**src/rtl/clkdiv_pkg.sv**
```systemverilog
// Package: shared constants for the staged clock divider bank.
// Holds the register map and the fixed GO sequence length.
package clkdiv_pkg;
    localparam int DATA_W    = 16;
    localparam int ADDR_W    = 6;
    localparam int GO_CYCLES = 4;
    localparam int GO_CNT_W  = $clog2(GO_CYCLES);

    localparam logic [ADDR_W-1:0] ADDR_CMD    = 6'h00;
    localparam logic [ADDR_W-1:0] ADDR_STAT   = 6'h01;
    localparam logic [ADDR_W-1:0] ADDR_ALIGN  = 6'h02;
    localparam logic [ADDR_W-1:0] ADDR_FLAG   = 6'h03;
    localparam logic [1:0]        PAGE_STAGE  = 2'b01;
    localparam logic [1:0]        PAGE_ACTIVE = 2'b10;

    typedef enum logic { GO_IDLE = 1'b0, GO_RUN = 1'b1 } go_state_t;
endpackage

```
**src/rtl/clkdiv_go_seq.sv**
```systemverilog
// Module: GO sequencer. Runs a fixed-length GO window when a start request
// arrives while idle and flags the last cycle of the window as the apply cycle.
// Assumes: start requests during a running window are dropped.
module clkdiv_go_seq
    import clkdiv_pkg::*;
(
    input  logic clk,
    input  logic rst_n,
    input  logic go_req,
    output logic busy,
    output logic apply
);
    go_state_t             state;
    logic [GO_CNT_W-1:0]   gcnt;
    localparam logic [GO_CNT_W-1:0] LAST = GO_CNT_W'(GO_CYCLES - 1);

    // Purpose: step the GO window counter and return to idle after the last cycle.
    always_ff @(posedge clk) begin
        if (!rst_n) begin
            state <= GO_IDLE;
            gcnt  <= '0;
        end else if (state == GO_IDLE) begin
            if (go_req) begin
                state <= GO_RUN;
                gcnt  <= '0;
            end
        end else if (gcnt == LAST) begin
            state <= GO_IDLE;
            gcnt  <= '0;
        end else begin
            gcnt <= gcnt + 1'b1;
        end
    end

    // Purpose: expose status and the single apply cycle.
    always_comb begin
        busy  = (state == GO_RUN);
        apply = busy && (gcnt == LAST);
    end

    // the window lasts exactly four cycles.
    a_r5_go_stays: assert property (@(posedge clk) disable iff (!rst_n)
        $rose(busy) |-> ##3 busy);
    a_r5_go_ends: assert property (@(posedge clk) disable iff (!rst_n)
        $rose(busy) |-> ##4 !busy);
    // a start request mid-window does not extend or restart it.
    a_r9_no_restart: assert property (@(posedge clk) disable iff (!rst_n)
        (busy && !apply && go_req) |=> (busy && gcnt != '0));
endmodule

```
**src/rtl/clkdiv_lane.sv**
```systemverilog
// Module: one divider lane. Counts 0..ratio and pulses en when the count is 0.
// On a restart it loads the staged ratio and resets the count, so the next
// cycle carries a pulse. Assumes restart is a single-cycle strobe.
module clkdiv_lane #(
    parameter int RATIO_W = 8
) (
    input  logic               clk,
    input  logic               rst_n,
    input  logic               restart,
    input  logic [RATIO_W-1:0] staged,
    output logic [RATIO_W-1:0] active,
    output logic               en
);
    logic [RATIO_W-1:0] cnt;

    // Purpose: hold the active ratio, replaced only on restart.
    always_ff @(posedge clk) begin
        if (!rst_n)       active <= '0;
        else if (restart) active <= staged;
    end

    // Purpose: free-running phase counter that wraps at the active ratio.
    always_ff @(posedge clk) begin
        if (!rst_n)              cnt <= '0;
        else if (restart)        cnt <= '0;
        else if (cnt == active)  cnt <= '0;
        else                     cnt <= cnt + 1'b1;
    end

    // Purpose: pulse at phase zero.
    assign en = (cnt == '0);

    // counter stays within the divide window.
    a_r2_cnt_bound: assert property (@(posedge clk) disable iff (!rst_n)
        cnt <= active);
    // a lane with nonzero ratio never pulses on two adjacent cycles.
    a_r2_no_double: assert property (@(posedge clk) disable iff (!rst_n)
        (en && active != '0 && !restart) |=> !en);
    // the active ratio only moves on a restart.
    a_r3_active_hold: assert property (@(posedge clk) disable iff (!rst_n)
        !restart |=> $stable(active));
endmodule

```
**src/rtl/clkdiv_regs.sv**
```systemverilog
// Module: register file. Holds staged ratios, the align mask and change
// flags, decodes the GO start, and serves reads. Assumes writes are single-
// cycle strobes; staging and mask writes during GO are dropped.
module clkdiv_regs
    import clkdiv_pkg::*;
#(
    parameter int NUM_OUT = 16,
    parameter int RATIO_W = 8
) (
    input  logic                       clk,
    input  logic                       rst_n,
    input  logic                       wr,
    input  logic [ADDR_W-1:0]          addr,
    input  logic [DATA_W-1:0]          wdata,
    input  logic                       busy,
    input  logic                       apply,
    input  logic [NUM_OUT*RATIO_W-1:0] active_flat,
    output logic [NUM_OUT*RATIO_W-1:0] staged_flat,
    output logic [NUM_OUT-1:0]         sel,
    output logic                       go_req,
    output logic [DATA_W-1:0]          rdata
);
    logic [RATIO_W-1:0] staged [NUM_OUT];
    logic [RATIO_W-1:0] active [NUM_OUT];
    logic [NUM_OUT-1:0] align;
    logic [NUM_OUT-1:0] flags;
    logic [NUM_OUT-1:0] stage_hit;
    logic               wr_idle;
    logic [3:0]         idx;

    assign wr_idle = wr && !busy;
    assign idx     = addr[3:0];
    assign go_req  = wr && (addr == ADDR_CMD) && wdata[0];

    genvar g;
    generate
        for (g = 0; g < NUM_OUT; g++) begin : g_lane_io
            // Purpose: unpack active ratios and pack staged ratios per lane.
            assign active[g] = active_flat[g*RATIO_W +: RATIO_W];
            assign staged_flat[g*RATIO_W +: RATIO_W] = staged[g];
            assign stage_hit[g] = wr_idle && (addr[5:4] == PAGE_STAGE) && (idx == 4'(g));
        end
    endgenerate

    // Purpose: capture staged ratios written while idle.
    always_ff @(posedge clk) begin
        for (int n = 0; n < NUM_OUT; n++) begin
            if (!rst_n)            staged[n] <= '0;
            else if (stage_hit[n]) staged[n] <= wdata[RATIO_W-1:0];
        end
    end

    // Purpose: set a lane's change flag on a differing write, clear all on apply.
    always_ff @(posedge clk) begin
        if (!rst_n) flags <= '0;
        else if (apply) flags <= '0;
        else begin
            for (int n = 0; n < NUM_OUT; n++) begin
                if (stage_hit[n] && (wdata[RATIO_W-1:0] != active[n])) flags[n] <= 1'b1;
            end
        end
    end

    // Purpose: hold the align mask written while idle.
    always_ff @(posedge clk) begin
        if (!rst_n) align <= '0;
        else if (wr_idle && addr == ADDR_ALIGN) align <= wdata[NUM_OUT-1:0];
    end

    // Purpose: lanes that restart at the end of GO.
    assign sel = align | flags;

    // Purpose: read multiplexer over the register map.
    always_comb begin
        rdata = '0;
        if (addr == ADDR_STAT) rdata[0] = busy;
        else if (addr == ADDR_ALIGN) rdata[NUM_OUT-1:0] = align;
        else if (addr == ADDR_FLAG)  rdata[NUM_OUT-1:0] = flags;
        else if (int'(idx) < NUM_OUT) begin
            if (addr[5:4] == PAGE_STAGE)       rdata[RATIO_W-1:0] = staged[idx];
            else if (addr[5:4] == PAGE_ACTIVE) rdata[RATIO_W-1:0] = active[idx];
        end
    end

    // flags are sticky until a GO applies.
    a_r4_flag_sticky: assert property (@(posedge clk) disable iff (!rst_n)
        !apply |=> ((flags & $past(flags)) == $past(flags)));
    // flags are empty after apply.
    a_r8_flags_clear: assert property (@(posedge clk) disable iff (!rst_n)
        apply |=> (flags == '0));
    // mask writes during GO are dropped.
    a_r10_align_hold: assert property (@(posedge clk) disable iff (!rst_n)
        (busy && wr && addr == ADDR_ALIGN) |=> $stable(align));
endmodule

```
**src/rtl/clkdiv_bank.sv**
```systemverilog
// Module: top of the staged clock divider bank. Connects the register file,
// the GO sequencer and one divider lane per output.
// Assumes NUM_OUT <= 16 and RATIO_W <= 16.
module clkdiv_bank
    import clkdiv_pkg::*;
#(
    parameter int NUM_OUT = 16,
    parameter int RATIO_W = 8
) (
    input  logic               clk,
    input  logic               rst_n,
    input  logic               reg_wr,
    input  logic [ADDR_W-1:0]  reg_addr,
    input  logic [DATA_W-1:0]  reg_wdata,
    output logic [DATA_W-1:0]  reg_rdata,
    output logic [NUM_OUT-1:0] div_en
);
    logic [NUM_OUT*RATIO_W-1:0] active_flat;
    logic [NUM_OUT*RATIO_W-1:0] staged_flat;
    logic [NUM_OUT-1:0]         sel;
    logic                       go_req;
    logic                       busy;
    logic                       apply;

    clkdiv_regs #(.NUM_OUT(NUM_OUT), .RATIO_W(RATIO_W)) u_regs (
        .clk(clk), .rst_n(rst_n), .wr(reg_wr), .addr(reg_addr), .wdata(reg_wdata),
        .busy(busy), .apply(apply), .active_flat(active_flat),
        .staged_flat(staged_flat), .sel(sel), .go_req(go_req), .rdata(reg_rdata)
    );

    clkdiv_go_seq u_go (
        .clk(clk), .rst_n(rst_n), .go_req(go_req), .busy(busy), .apply(apply)
    );

    genvar g;
    generate
        for (g = 0; g < NUM_OUT; g++) begin : g_lane
            clkdiv_lane #(.RATIO_W(RATIO_W)) u_lane (
                .clk(clk), .rst_n(rst_n),
                .restart(apply && sel[g]),
                .staged(staged_flat[g*RATIO_W +: RATIO_W]),
                .active(active_flat[g*RATIO_W +: RATIO_W]),
                .en(div_en[g])
            );
        end
    endgenerate

    // every selected lane pulses in the cycle after apply.
    a_r6_aligned: assert property (@(posedge clk) disable iff (!rst_n)
        apply |=> ((div_en & $past(sel)) == $past(sel)));
endmodule

```
**config.mk**
```make
export PLATFORM = sky130hd
export DESIGN_NAME = clkdiv_bank
export DESIGN_NICKNAME = d
export VERILOG_FILES = /design/src/rtl/clkdiv_pkg.sv /design/src/rtl/clkdiv_go_seq.sv /design/src/rtl/clkdiv_lane.sv /design/src/rtl/clkdiv_regs.sv /design/src/rtl/clkdiv_bank.sv
export SDC_FILE = /design/constraint.sdc
export NUM_CORES = 1
export LEC_CHECK = 0
export BUFFER_PORTS_ARGS = -buffer_cell sky130_fd_sc_hd__buf_2
export CAP_MARGIN = 20
export CORE_MARGIN = 3
export CORE_UTILIZATION = 50
export DETAILED_ROUTE_END_ITERATION = 12
export PLACE_DENSITY = 0.65
export SYNTH_ARGS = -nofsm -noshare
export SYNTH_HDL_FRONTEND = slang
export SYNTH_HIERARCHICAL = 1
export SYNTH_SLANG_ARGS = --single-unit
export TNS_END_PERCENT = 5
```
**constraint.sdc**
```tcl
create_clock -name clk -period 2.85 [get_ports clk]
set_clock_uncertainty 0.2 [all_clocks]
set_input_delay 0.4275 -clock clk [delete_from_list [all_inputs] [get_ports clk]]
set_output_delay 0.4275 -clock clk [all_outputs]
set_load 0.01 [all_outputs]
```
==> qor.yml, run 1 <==
vias_per_cell: 5.965
detailedPlacementHpwl_mm: 48.19
layout.filler_cells: 3859
design.final.nets: 2340
hold_class: "in -> reg"
rsz0062_at_grt: "yes"
synthesis.area_per_instance_um2: 10.78
postSynthCellCount: 2155
final_layout_size_suffix_gt1_share_pct: 18.97
max_freq_mhz: 314.3
sequentialPowerShare_pct: 46.9
cts_root_buf: "sky130_fd_sc_hd__clkbuf_16"
synth_async_sr_flop_share_pct: 0
ys_top_cells_by_count: "sky130_fd_sc_hd__dfxtp_1, sky130_fd_sc_hd__xor2_1, sky130_fd_sc_hd__mux2i_1, sky130_fd_sc_hd__nor2b_1, sky130_fd_sc_hd__and2_1"
htree_num_levels: 2
worst_ep_required_time_ps: 2220
synth_seq_area_share_pct: 41.62
clock_latency_ps: 590
drt.antenna.violating_nets: 0
yosysTopAreaCellShare_pct: 25.07
tightestPinTransition_ps: 818.4
hold-worst-slack_ps: 145.4
maxSlewHeadroom_pct: 44.98
synth.cell_area_um2: 23230
grt_pass1_wl_mm: 103.6
total_area_of_multi_input_combinational_cells_um2: 12850
syn_to_final_growth_pct: 14.56
cts-buffers-inserted: 48
worst_slack_ps: -331.4
final_min_period_over_clock_period_pct: 111.6
detailedRoute.firstIterationViolations: 1636
place_congestion: 0.9504
numPortBuffers: 56
worst-setup-path-type: "reg -> out"
grt_start_max_net_pins: 49
timing.critical_path.from_type: "flop"
net-switching-power_mw: 3.111
slew_viol_final: 0
irDropWorstVdd_mv: 0.4635
synth_seq_cells: 419
synth_most_common_cell: "sky130_fd_sc_hd__dfxtp_1"
start_util_pct: 50.87
core_area_um2: 45670
syn_nets: 2213
tritoncts: "built"
grt_usage_pct: 26.86
pin_count: 57
synthFlopType: "sky130_fd_sc_hd__dfxtp_1"
failing_checks: "negative setup slack"
cpMostUsedCell: "sky130_fd_sc_hd__mux4_2"
cp_max_fo: 2
cell_types_with_the_largest_area_share_after_synthesis: "sky130_fd_sc_hd__dfxtp_1, sky130_fd_sc_hd__edfxtp_1, sky130_fd_sc_hd__xor2_1, sky130_fd_sc_hd__mux2i_1, sky130_fd_sc_hd__nor2b_1"
yosys_warnings: 6
vias_in_the_first_global_route: 17230
clkSinkCount: 419
netlist-cell-type-count: 65
clockPowerShare_pct: 46.9
pd_cells_nw_per_um2: 502.9
post_detailed_route_wirelength_per_cell_um: 23.12
cp_cell_sequence: "mux4_2 -> mux4_2 -> nand2b_1 -> nand4_1 -> buf_2"
internal_power_mw: 10.28
total_leakage_power_nw: 10.25
routed_wl_mm: 67.60
chipWidth_um: 221.6
synth_top_cell_by_area: "sky130_fd_sc_hd__dfxtp_1"
status: "finished with violations"
detail_route.drc_violations: 0
totalPowerFinal_mw: 13.39
setup_viol: 8
cp_data_arrival_time_ps: 2550
timing.final.crit_period_ps: 3181
timing.max_cap.violations: 0
path_clk_slew_ps: 60
grt_antenna_before_repair: 3
synth_edf_count: 128
worstSetupEndpointType: "output port"
first_pass_iters: 5
dieArea_um2: 49090
p_comb_share_pct: 6.1
cts-root-to-sink-buffers: 3
sequential_cell_area_um2: 9696
critPathMaxStageDelay_ps: 540
p_sw_share_pct: 23.24
cpMaxStageDelayCell: "sky130_fd_sc_hd__mux4_2"
overflow: 0
core.rowCount: 78
dr_total_vias: 17440
hold_viol: 0
fp.dieH_um: 221.6
cell families (layout without fill, tap and decap cells):
group	after synthesis	after routing	share of synthesized area (%)
fa+ha+maj	33	33	1.777
other cells	0	4	0
compound gates	296	296	9.542
simple gates	714	714	20.22
mux	223	223	11.90
buf+inv	166	331	3.495
xor+xnor	304	304	11.46
flops	419	419	41.62
cell type report:
type | instances | share of cell area (%)
Tap cell | 600 | 2.820
Multi-Input combinational cell | 1570 | 48.30
Sequential cell | 419 | 36.43
Clock buffer | 61 | 4.969
Clock inverter | 27 | 1.044
Inverter | 48 | 0.6769
Antenna cell | 4 | 0.03761
Timing Repair Buffer | 195 | 5.730
per-layer routing:
metal / global-route usage [%] / wire (µm) / vias up
met1: 36.40 / 29010 / 8532
met2: 43.66 / 31650 / 680
met3: 4.793 / 4626 / 151
met4: 9.020 / 2310 / 0
met5: 0 / 0 / -
li1: - / - / 8078
worst paths after layout:
kind                                            from             endpoint  slack (ps)  cells past startpoint
worst max register to register             u_go/busy  u_regs/staged[6][4]         410                      5
worst max-delay path            u_regs/staged[15][1]         reg_rdata[1]        -330                      5
worst min register to register      u_regs/align[11]     u_regs/align[11]         280                      2
worst min-delay path                           rst_n      u_regs/align[5]         150                      2
repair_timing:
| item | CTS | global route |
|---|---|---|
| hold buffers | 8 | 0 |
| gates resized for setup | 36 | 17 |
| pin swaps | 8 | 4 |
| endpoints found under the setup margin | 9 | 10 |
| buffers inserted | 3 | 0 |
| endpoints found under the hold margin | 8 | 0 |
state kept, by name, indices dropped and copies added (netlist names):
| name | count |
|---|---|
| u_regs/flags | 16 |
| u_go/busy | 1 |
| u_regs/staged | 128 |
| u_regs/align | 16 |
| g_lane.u_lane/active | 128 |
| g_lane.u_lane/cnt | 128 |
| u_go/gcnt | 2 |
metrics by stage:
stage          setup WS (ps)  instance area [µm²]  setup TNS [ps]  utilization, %  instances
2_1_floorplan          304.1                23230               0               -       2155
3_3_place_gp          -164.8                24760          -344.7           54.22       2821
3_5_place_dp          -175.2                24760          -421.9           54.22       2821
4_1_cts               -331.9                26560           -1232           58.15       2920
5_1_grt               -364.6                26610           -1526           58.27       2923
6_report              -331.4                26620           -1174           58.28       2924
worst max-delay path, delay by kind of cell, from the launching register on:
kind | cells | cell delay (ps)
buffers and inverters | 1 | 220
DFF | 1 | 440
and+or+nand+nor | 2 | 270
muxes | 2 | 1020
power by group through the flow:
stage	registers [mW]	clock network [mW]	logic, mW
final	6.28	6.28	0.821
after global routing	6.28	6.62	0.860
after CTS	6.28	6.38	0.803
after detailed placement	6.41	0	0.772
after global placement	6.41	0	0.761
after floorplan	6.36	0	0.462
cells in the final DEF, fill, tap and decap left out, types with 15 or more instances in the layout:
cell                        instances
sky130_fd_sc_hd__a31oi_1           17
sky130_fd_sc_hd__inv_1             48
sky130_fd_sc_hd__edfxtp_1         128
sky130_fd_sc_hd__nand4_1           24
sky130_fd_sc_hd__dfxtp_2           18
sky130_fd_sc_hd__buf_2             53
sky130_fd_sc_hd__and2_1           136
sky130_fd_sc_hd__nand3_2           16
sky130_fd_sc_hd__nand3_1           36
sky130_fd_sc_hd__a221oi_1          32
sky130_fd_sc_hd__or3_1             46
sky130_fd_sc_hd__mux4_2            36
sky130_fd_sc_hd__xor2_1           288
sky130_fd_sc_hd__buf_4            118
sky130_fd_sc_hd__o21ai_0           70
sky130_fd_sc_hd__or4b_1            15
sky130_fd_sc_hd__xnor2_1           16
sky130_fd_sc_hd__or2_2             17
sky130_fd_sc_hd__a221oi_2          16
sky130_fd_sc_hd__nor2b_1          139
sky130_fd_sc_hd__nor4_4            32
sky130_fd_sc_hd__nor4_1            45
sky130_fd_sc_hd__a211oi_1          81
sky130_fd_sc_hd__a22oi_1           19
sky130_fd_sc_hd__nand2b_1          25
sky130_fd_sc_hd__nor2_1            39
sky130_fd_sc_hd__clkbuf_16         50
sky130_fd_sc_hd__ha_1              33
sky130_fd_sc_hd__dfxtp_1          272
sky130_fd_sc_hd__a21boi_0          17
sky130_fd_sc_hd__nand2_1          111
sky130_fd_sc_hd__mux2i_1          181
(Power assumes the default switching activity.)
==> run 2, diff against run 1 <==
--- a/config.mk
+++ b/config.mk
@@ -5,6 +5,7 @@
 export SDC_FILE = /design/constraint.sdc
 export NUM_CORES = 1
 export LEC_CHECK = 0
+export ABC_AREA = 1
 export BUFFER_PORTS_ARGS = -buffer_cell sky130_fd_sc_hd__buf_2
 export CAP_MARGIN = 20
 export CORE_MARGIN = 3
==> run 2 against run 1 <==
Cell count increased by 28%. Critical path type unchanged. The run now ends clean. Setup slack improved by 380 ps. Maximum frequency up 14%. Routed wire length increased by 7.3%. Global-route usage rose by 3.2 points. Core utilization down 0.53 points. Flip-flop and latch count unchanged. Power up 1.4%. Critical endpoint is now reg_rdata[3]. Clock power up 1%. Worst hold slack got worse by 94 ps. Synthesized area decreased by 2.3%.
==> qor.yml, run 2 <==
yosysTopAreaCellShare_pct: 25.67  # +0.60 points
maxSlewHeadroom_pct: 25.89  # -19 points
place_area_um2: 23910  # -3.4%
first_pass_iters: 6  # +1
timing.max_cap.violations: 0  # unchanged
hold_viol: 0  # unchanged
cts-buffers-inserted: 46  # -4.2%
tritoncts: "built"
worst-r2r-cell-count: 9  # +4
place_congestion: 1.031  # +8.5%
setup_viol: 0  # -8
layout.filler_cells: 4244  # +10%
setup_total_negative_slack_ps: 0  # +1174 ps
worstSetupEndpointType: "output port"
start_util_pct: 50.99  # +0.12 points
sequentialPowerShare_pct: 46.8  # about the same
net-switching-power_mw: 3.118  # +0.24%
cp_max_fo: 2  # unchanged
pin_count: 57  # unchanged
vias_in_the_first_global_route: 19120  # +11%
post_detailed_route_wirelength_per_cell_um: 19.39  # -16%
tightestPinTransition_ps: 1100  # +281.6 ps
grt_start_max_net_pins: 67  # +37%
final_min_period_over_clock_period_pct: 98.31  # -13 points
setup_slack_of_the_worst_register_to_register_path_ps: 320  # -90 ps
hold_class: "in -> reg"
whs_path_depth: 3  # +1
timing.hold.worst_endpoint: "u_regs/align[2]"
synth.cell_area_um2: 22690  # -2.3%
fp.dieH_um: 219.0  # -1.1%
synth_most_common_cell: "sky130_fd_sc_hd__nand2_1"
cts_root_buf: "sky130_fd_sc_hd__clkbuf_16"
irDropWorstVdd_mv: 0.4860  # +4.8%
final_cell_mix: "sky130_fd_sc_hd__nand2_1, sky130_fd_sc_hd__nor2_1, sky130_fd_sc_hd__inv_1"
synthFlopType: "sky130_fd_sc_hd__dfxtp_1"
grt_pass1_wl_mm: 111.0  # +7.1%
rr_startpoint: "u_go/gcnt[0]"
dr_total_vias: 20400  # +17%
syn_to_final_growth_pct: 13.27
numPortBuffers: 56  # unchanged
slew_viol_final: 0  # unchanged
clock_latency_ps: 590  # about the same
timing.critical_path.from_type: "flop"
synth_top_cell_by_area: "sky130_fd_sc_hd__dfxtp_1"
detailedPlacementHpwl_mm: 54.04  # +12%
drt.antenna.violating_nets: 0  # unchanged
final_cell_area_um2: 25700  # -3.4%
core_area_um2: 44510  # -2.5%
max_freq_mhz: 356.9  # +14%
netlist-cell-type-count: 36  # -45%
pd_cells_nw_per_um2: 527.9  # +5.0%
cts.repair_timing.setup_buffer_count: 0  # -3
dieArea_um2: 47980  # -2.3%
worst_ep_required_time_ps: 2220  # about the same
routed_wl_mm: 72.57  # +7.3%
cell_types_with_the_largest_area_share_after_synthesis: "sky130_fd_sc_hd__dfxtp_1, sky130_fd_sc_hd__edfxtp_1, sky130_fd_sc_hd__nand2_1, sky130_fd_sc_hd__nor2_1, sky130_fd_sc_hd__xnor2_1"
ys_top_cells_by_count: "sky130_fd_sc_hd__nand2_1, sky130_fd_sc_hd__nor2_1, sky130_fd_sc_hd__inv_1, sky130_fd_sc_hd__dfxtp_1, sky130_fd_sc_hd__xnor2_1"
grt_usage_pct: 30.08  # +3.2 points
r2r-end: "g_lane[12].u_lane/active[3]"
htree_num_levels: 2  # unchanged
mostFrequentLayoutCell: "sky130_fd_sc_hd__nand2_1"
postSynthCellCount: 3011  # +40%
vias_per_cell: 5.453  # -8.6%
internal_power_mw: 10.45  # +1.7%
hold_start: "rst_n"
cp_data_arrival_time_ps: 2170  # -380 ps
rsz0062_at_grt: "no"
path_clk_slew_ps: 60  # about the same
synth_seq_area_share_pct: 42.61  # +0.99 points
hold-worst-slack_ps: 50.89  # -94.47 ps
synth_edf_count: 128  # unchanged
grt_antenna_before_repair: 0  # -3
syn_nets: 3069  # +39%
overflow: 0  # unchanged
p_comb_share_pct: 6.3  # +0.2 points
status: "complete, no violations"
detailedRoute.firstIterationViolations: 2466  # +51%
detail_route.drc_violations: 0  # unchanged
synthesis.area_per_instance_um2: 7.537  # -30%
chipWidth_um: 219.0  # -1.1%
synth_async_sr_flop_share_pct: 0  # unchanged
reg_top3: "g_lane.u_lane/active (128), g_lane.u_lane/cnt (128), u_regs/staged (128)"
cts-root-to-sink-buffers: 3  # unchanged
design.final.nets: 3170  # +35%
worst-setup-path-type: "reg -> out"
total_leakage_power_nw: 10.63  # +3.7%
clkSinkCount: 419  # unchanged
final_layout_size_suffix_gt1_share_pct: 12.51  # -6.5 points
core.rowCount: 77  # -1.3%
clockPowerShare_pct: 46.9  # about the same
synth_seq_cells: 419  # unchanged
yosys_warnings: 6  # unchanged
p_sw_share_pct: 22.98  # -0.26 points
timing.final.crit_period_ps: 2802  # -379.6 ps
n_diodes: 0  # -4
## run 2: changes by cell type in the layout (fill, tap and decap cells not counted), sizes merged, moves of 160 or more
cell / delta
inv: +255
mux2i: -182
nand2: +597
nor2: +602
o21ai: +160
xnor2: +206
xor2: -226
## run 2: cell families after synthesis
logic type	share of synthesized area [%]
AO/OA/AOI/OAI	7.906
XOR/XNOR	10.96
adder cells (fa/ha/maj)	1.819
AND/OR/NAND/NOR	29.29
buffers and inverters	7.421
flip-flops	42.61
## run 2: power groups by stage
| stage | clock network (mW) | registers (mW) | logic [mW] |
|---|---|---|---|
| after floorplan | 0 | 6.41 | 0.473 |
| after global placement | 0 | 6.47 | 0.805 |
| after detailed placement | 0 | 6.47 | 0.806 |
| after CTS | 6.48 | 6.34 | 0.820 |
| after global routing | 6.74 | 6.35 | 0.907 |
| final | 6.36 | 6.35 | 0.862 |
## run 2: repair_timing
item	CTS	global route
endpoints found under the setup margin	3	8
hold endpoints to repair	8	0
hold buffers	8	0
resized for setup	7	21
## run 2: worst max path at each step
stage	startpoint	to	slack [ps]
final	u_regs/staged[2][3]	reg_rdata[3]	50
after global routing	u_regs/staged[7][7]	reg_rdata[7]	3
after CTS	u_regs/staged[4][1]	reg_rdata[1]	0.03
after detailed placement	reg_addr[0]	reg_rdata[1]	-110
after global placement	reg_addr[0]	reg_rdata[1]	-150
after floorplan	reg_addr[1]	u_regs/staged[12][0]	530
## run 2: critical path: stages (launching register included)
cell                       delay (ps)
sky130_fd_sc_hd__edfxtp_1         390
sky130_fd_sc_hd__nor2_1            90
sky130_fd_sc_hd__o21ai_1          170
sky130_fd_sc_hd__nand2_1           80
sky130_fd_sc_hd__nand2_1          110
sky130_fd_sc_hd__nand2_1           80
sky130_fd_sc_hd__nor2_1           170
sky130_fd_sc_hd__nand2_1           80
sky130_fd_sc_hd__nand3_1           90
sky130_fd_sc_hd__nand2_1          140
sky130_fd_sc_hd__inv_1             80
sky130_fd_sc_hd__buf_2            120
## run 2: routing by layer
layer / vias to the layer above / part of all wire [%] / track usage [%]
met2: 962 / 43 / 45.83
met4: 0 / 3.8 / 11.28
met3: 171 / 10 / 6.660
met5: - / 0 / 0
met1: 9557 / 43 / 41.90
li1: 9714 / - / -
## run 2: metrics by stage
stage	util [%]	cells	total power [mW]	worst slack, ps
2_1_floorplan	-	3011	6.880	533.9
3_3_place_gp	53.72	3647	7.278	-145.2
3_5_place_dp	53.72	3647	7.276	-106.5
4_1_cts	57.62	3741	13.64	0.03331
5_1_grt	57.75	3742	13.99	2.714
6_report	57.75	3742	13.57	48.21
## run 2: final cells by class
type	count	area (µm²)	area share, %
multi-input combinational	2194	11400	44.34
sequential	419	9669	37.62
clock buffer	71	1443	5.612
inverter	307	1157	4.503
timing repair buffer	144	1096	4.264
tap	592	740.7	2.882
clock inverter	15	201.4	0.7837
==> run 3, diff against run 2 <==
--- a/config.mk
+++ b/config.mk
@@ -10,6 +10,7 @@
 export CAP_MARGIN = 20
 export CORE_MARGIN = 3
 export CORE_UTILIZATION = 50
+export CTS_BUF_LIST = sky130_fd_sc_hd__clkbuf_4 sky130_fd_sc_hd__clkbuf_8
 export DETAILED_ROUTE_END_ITERATION = 12
 export PLACE_DENSITY = 0.65
 export SYNTH_ARGS = -nofsm -noshare
==> run 3 against run 2 <==
Count of clock-buffer cells in the layout up 39. Combinational power up 2.7%. Via count up 1.6%. Cell count up 1.4%. First-iteration DRC count up 6.1%. Routed wire length up 1.1%. Largest cell class unchanged.
==> qor.yml, run 3 (synthesis gave the netlist of run 2 again) <==
status: "complete, no violations"
numPortBuffers: 56  # unchanged
detail_route.drc_violations: 0  # unchanged
hold-worst-slack_ps: 145.4  # +94.56 ps
htree_num_levels: 3  # +1
worst_slack_ps: 40.02  # -8.188 ps
grt_pass1_wl_mm: 112.5  # +1.3%
mostFrequentLayoutCell: "sky130_fd_sc_hd__nand2_1"
fp.dieH_um: 219.0  # unchanged
vias_per_cell: 5.466  # +0.24%
setup_total_negative_slack_ps: 0  # unchanged
chipWidth_um: 219.0  # unchanged
syn_to_final_growth_pct: 13.81
dpl.cell_count: 3647  # unchanged
rsz0062_at_grt: "yes"
final_min_period_over_clock_period_pct: 98.60  # +0.29 points
grt_usage_pct: 30.39  # +0.32 points
rr_startpoint: "u_go/gcnt[0]"
place_congestion: 1.031  # unchanged
hold_start: "reg_wdata[0]"
final_cell_area_um2: 25830  # +0.48%
place_area_um2: 23910  # unchanged
clock_latency_ps: 670  # +80 ps
slew_viol_final: 0  # unchanged
timing.max_cap.violations: 0  # unchanged
cts-buffers-inserted: 74  # +61%
reg_top3: "g_lane.u_lane/active (128), g_lane.u_lane/cnt (128), u_regs/staged (128)"
cts_root_buf: "sky130_fd_sc_hd__clkbuf_8"
total_area_of_multi_input_combinational_cells_um2: 11500  # +0.91%
final_cell_mix: "sky130_fd_sc_hd__nand2_1, sky130_fd_sc_hd__nor2_1, sky130_fd_sc_hd__inv_1"
worst-r2r-cell-count: 9  # unchanged
timing.critical_path.from_type: "flop"
overflow: 0  # unchanged
first_pass_iters: 6  # unchanged
vias_in_the_first_global_route: 19390  # +1.4%
layout.filler_cells: 4246  # +0.047%
setup_slack_of_the_worst_register_to_register_path_ps: 310  # about the same
total_leakage_power_nw: 10.71  # +0.77%
cp_max_fo: 2  # unchanged
cp_data_arrival_time_ps: 2180  # about the same
irDropWorstVdd_mv: 0.3507  # -28%
post_detailed_route_wirelength_per_cell_um: 19.34  # -0.25%
finalNonFillerCells: 3794  # +1.4%
r2r-end: "g_lane[12].u_lane/active[0]"
pin_count: 57  # unchanged
whs_path_depth: 3  # unchanged
drt.antenna.violating_nets: 0  # unchanged
hold_class: "in -> reg"
tritoncts: "built"
timing.final.crit_period_ps: 2810  # +8.188 ps
hold_viol: 0  # unchanged
routed_wl_mm: 73.39  # +1.1%
detailedRoute.firstIterationViolations: 2616  # +6.1%
preCtsSetupSlack_ps: -106.5  # unchanged
totalPowerFinal_mw: 13.25  # -2.4%
timing.hold.worst_endpoint: "u_regs/align[0]"
start_util_pct: 50.99  # unchanged
clkSinkCount: 419  # unchanged
max_freq_mhz: 355.9  # -0.29%
setup_viol: 0  # unchanged
tightestPinTransition_ps: 1083  # -16.88 ps
core_area_um2: 44510  # unchanged
dr_total_vias: 20740  # +1.6%
dieArea_um2: 47980  # unchanged
core.rowCount: 77  # unchanged
final_util_pct: 58.03  # +0.28 points
pd_cells_nw_per_um2: 512.8  # -2.8%
worst-setup-path-type: "reg -> out"
detailedPlacementHpwl_mm: 54.04  # unchanged
worst_ep_required_time_ps: 2220  # about the same
cts-root-to-sink-buffers: 3  # unchanged
sequential_cell_area_um2: 9682  # +0.13%
grt_start_max_net_pins: 67  # unchanged
worstSetupEndpointType: "output port"
final_layout_size_suffix_gt1_share_pct: 15.19  # +2.7 points
path_clk_slew_ps: 70  # about the same
grt_antenna_before_repair: 2  # +2
maxSlewHeadroom_pct: 27.03  # +1.1 points
design.final.nets: 3204  # +1.1%
-- run 3: cell type report --
| cell class | count | share of cell area [%] |
|---|---|---|
| repair buffers | 150 | 4.428 |
| clock buffers | 110 | 5.426 |
| multi-input cells | 2194 | 44.53 |
| flip-flops and latches | 419 | 37.48 |
| well taps | 592 | 2.868 |
| diodes | 2 | 0.01938 |
| inverters | 307 | 4.481 |
| clock inverters | 20 | 0.7654 |
-- run 3: what timing repair did --
action                                 4_1_cts  5_1_grt
hold buffers                                 9        0
setup endpoints to repair                    6        8
endpoints found under the hold margin        9        0
setup buffers                                0        5
resized for setup                           16       56
pin swaps                                    0        7
-- run 3: power breakdown --
part,internal [mW],leakage [nW],switching [mW]
combinational,0.278,6.30,0.606
clock,3.50,0.840,2.51
sequential,6.25,3.57,0.101
-- run 3: worst max-delay path by stage --
stage / start / slack (ps) / end / cells after the start
final: u_regs/staged[5][0] / 40 / reg_rdata[0] / 11
after global routing: u_regs/staged[1][2] / -40 / reg_rdata[2] / 11
after CTS: u_regs/staged[6][1] / -20 / reg_rdata[1] / 11
after detailed placement: reg_addr[0] / -110 / reg_rdata[1] / 12
after global placement: reg_addr[0] / -150 / reg_rdata[1] / 12
after floorplan: reg_addr[1] / 530 / u_regs/staged[12][0] / 7
-- run 3: metal layers --
| metal | up-vias | share of wire (%) | track usage, % |
|---|---|---|---|
| met5 | - | 0.016 | 0 |
| met4 | 2 | 3.4 | 10.07 |
| met3 | 178 | 10 | 6.397 |
| met2 | 1047 | 43 | 46.62 |
| met1 | 9736 | 43 | 42.83 |
| li1 | 9775 | - | - |
-- run 3: critical path: stages (launching register included) --
cell	delay [ps]
sky130_fd_sc_hd__edfxtp_1	410
sky130_fd_sc_hd__nand2_1	100
sky130_fd_sc_hd__nand2_1	60
sky130_fd_sc_hd__nand2_1	150
sky130_fd_sc_hd__nand2_1	70
sky130_fd_sc_hd__nand2_1	60
sky130_fd_sc_hd__nand2_1	100
sky130_fd_sc_hd__o21ai_1	150
sky130_fd_sc_hd__nand3_1	90
sky130_fd_sc_hd__nand2_1	60
sky130_fd_sc_hd__nand2_1	120
sky130_fd_sc_hd__buf_2	170
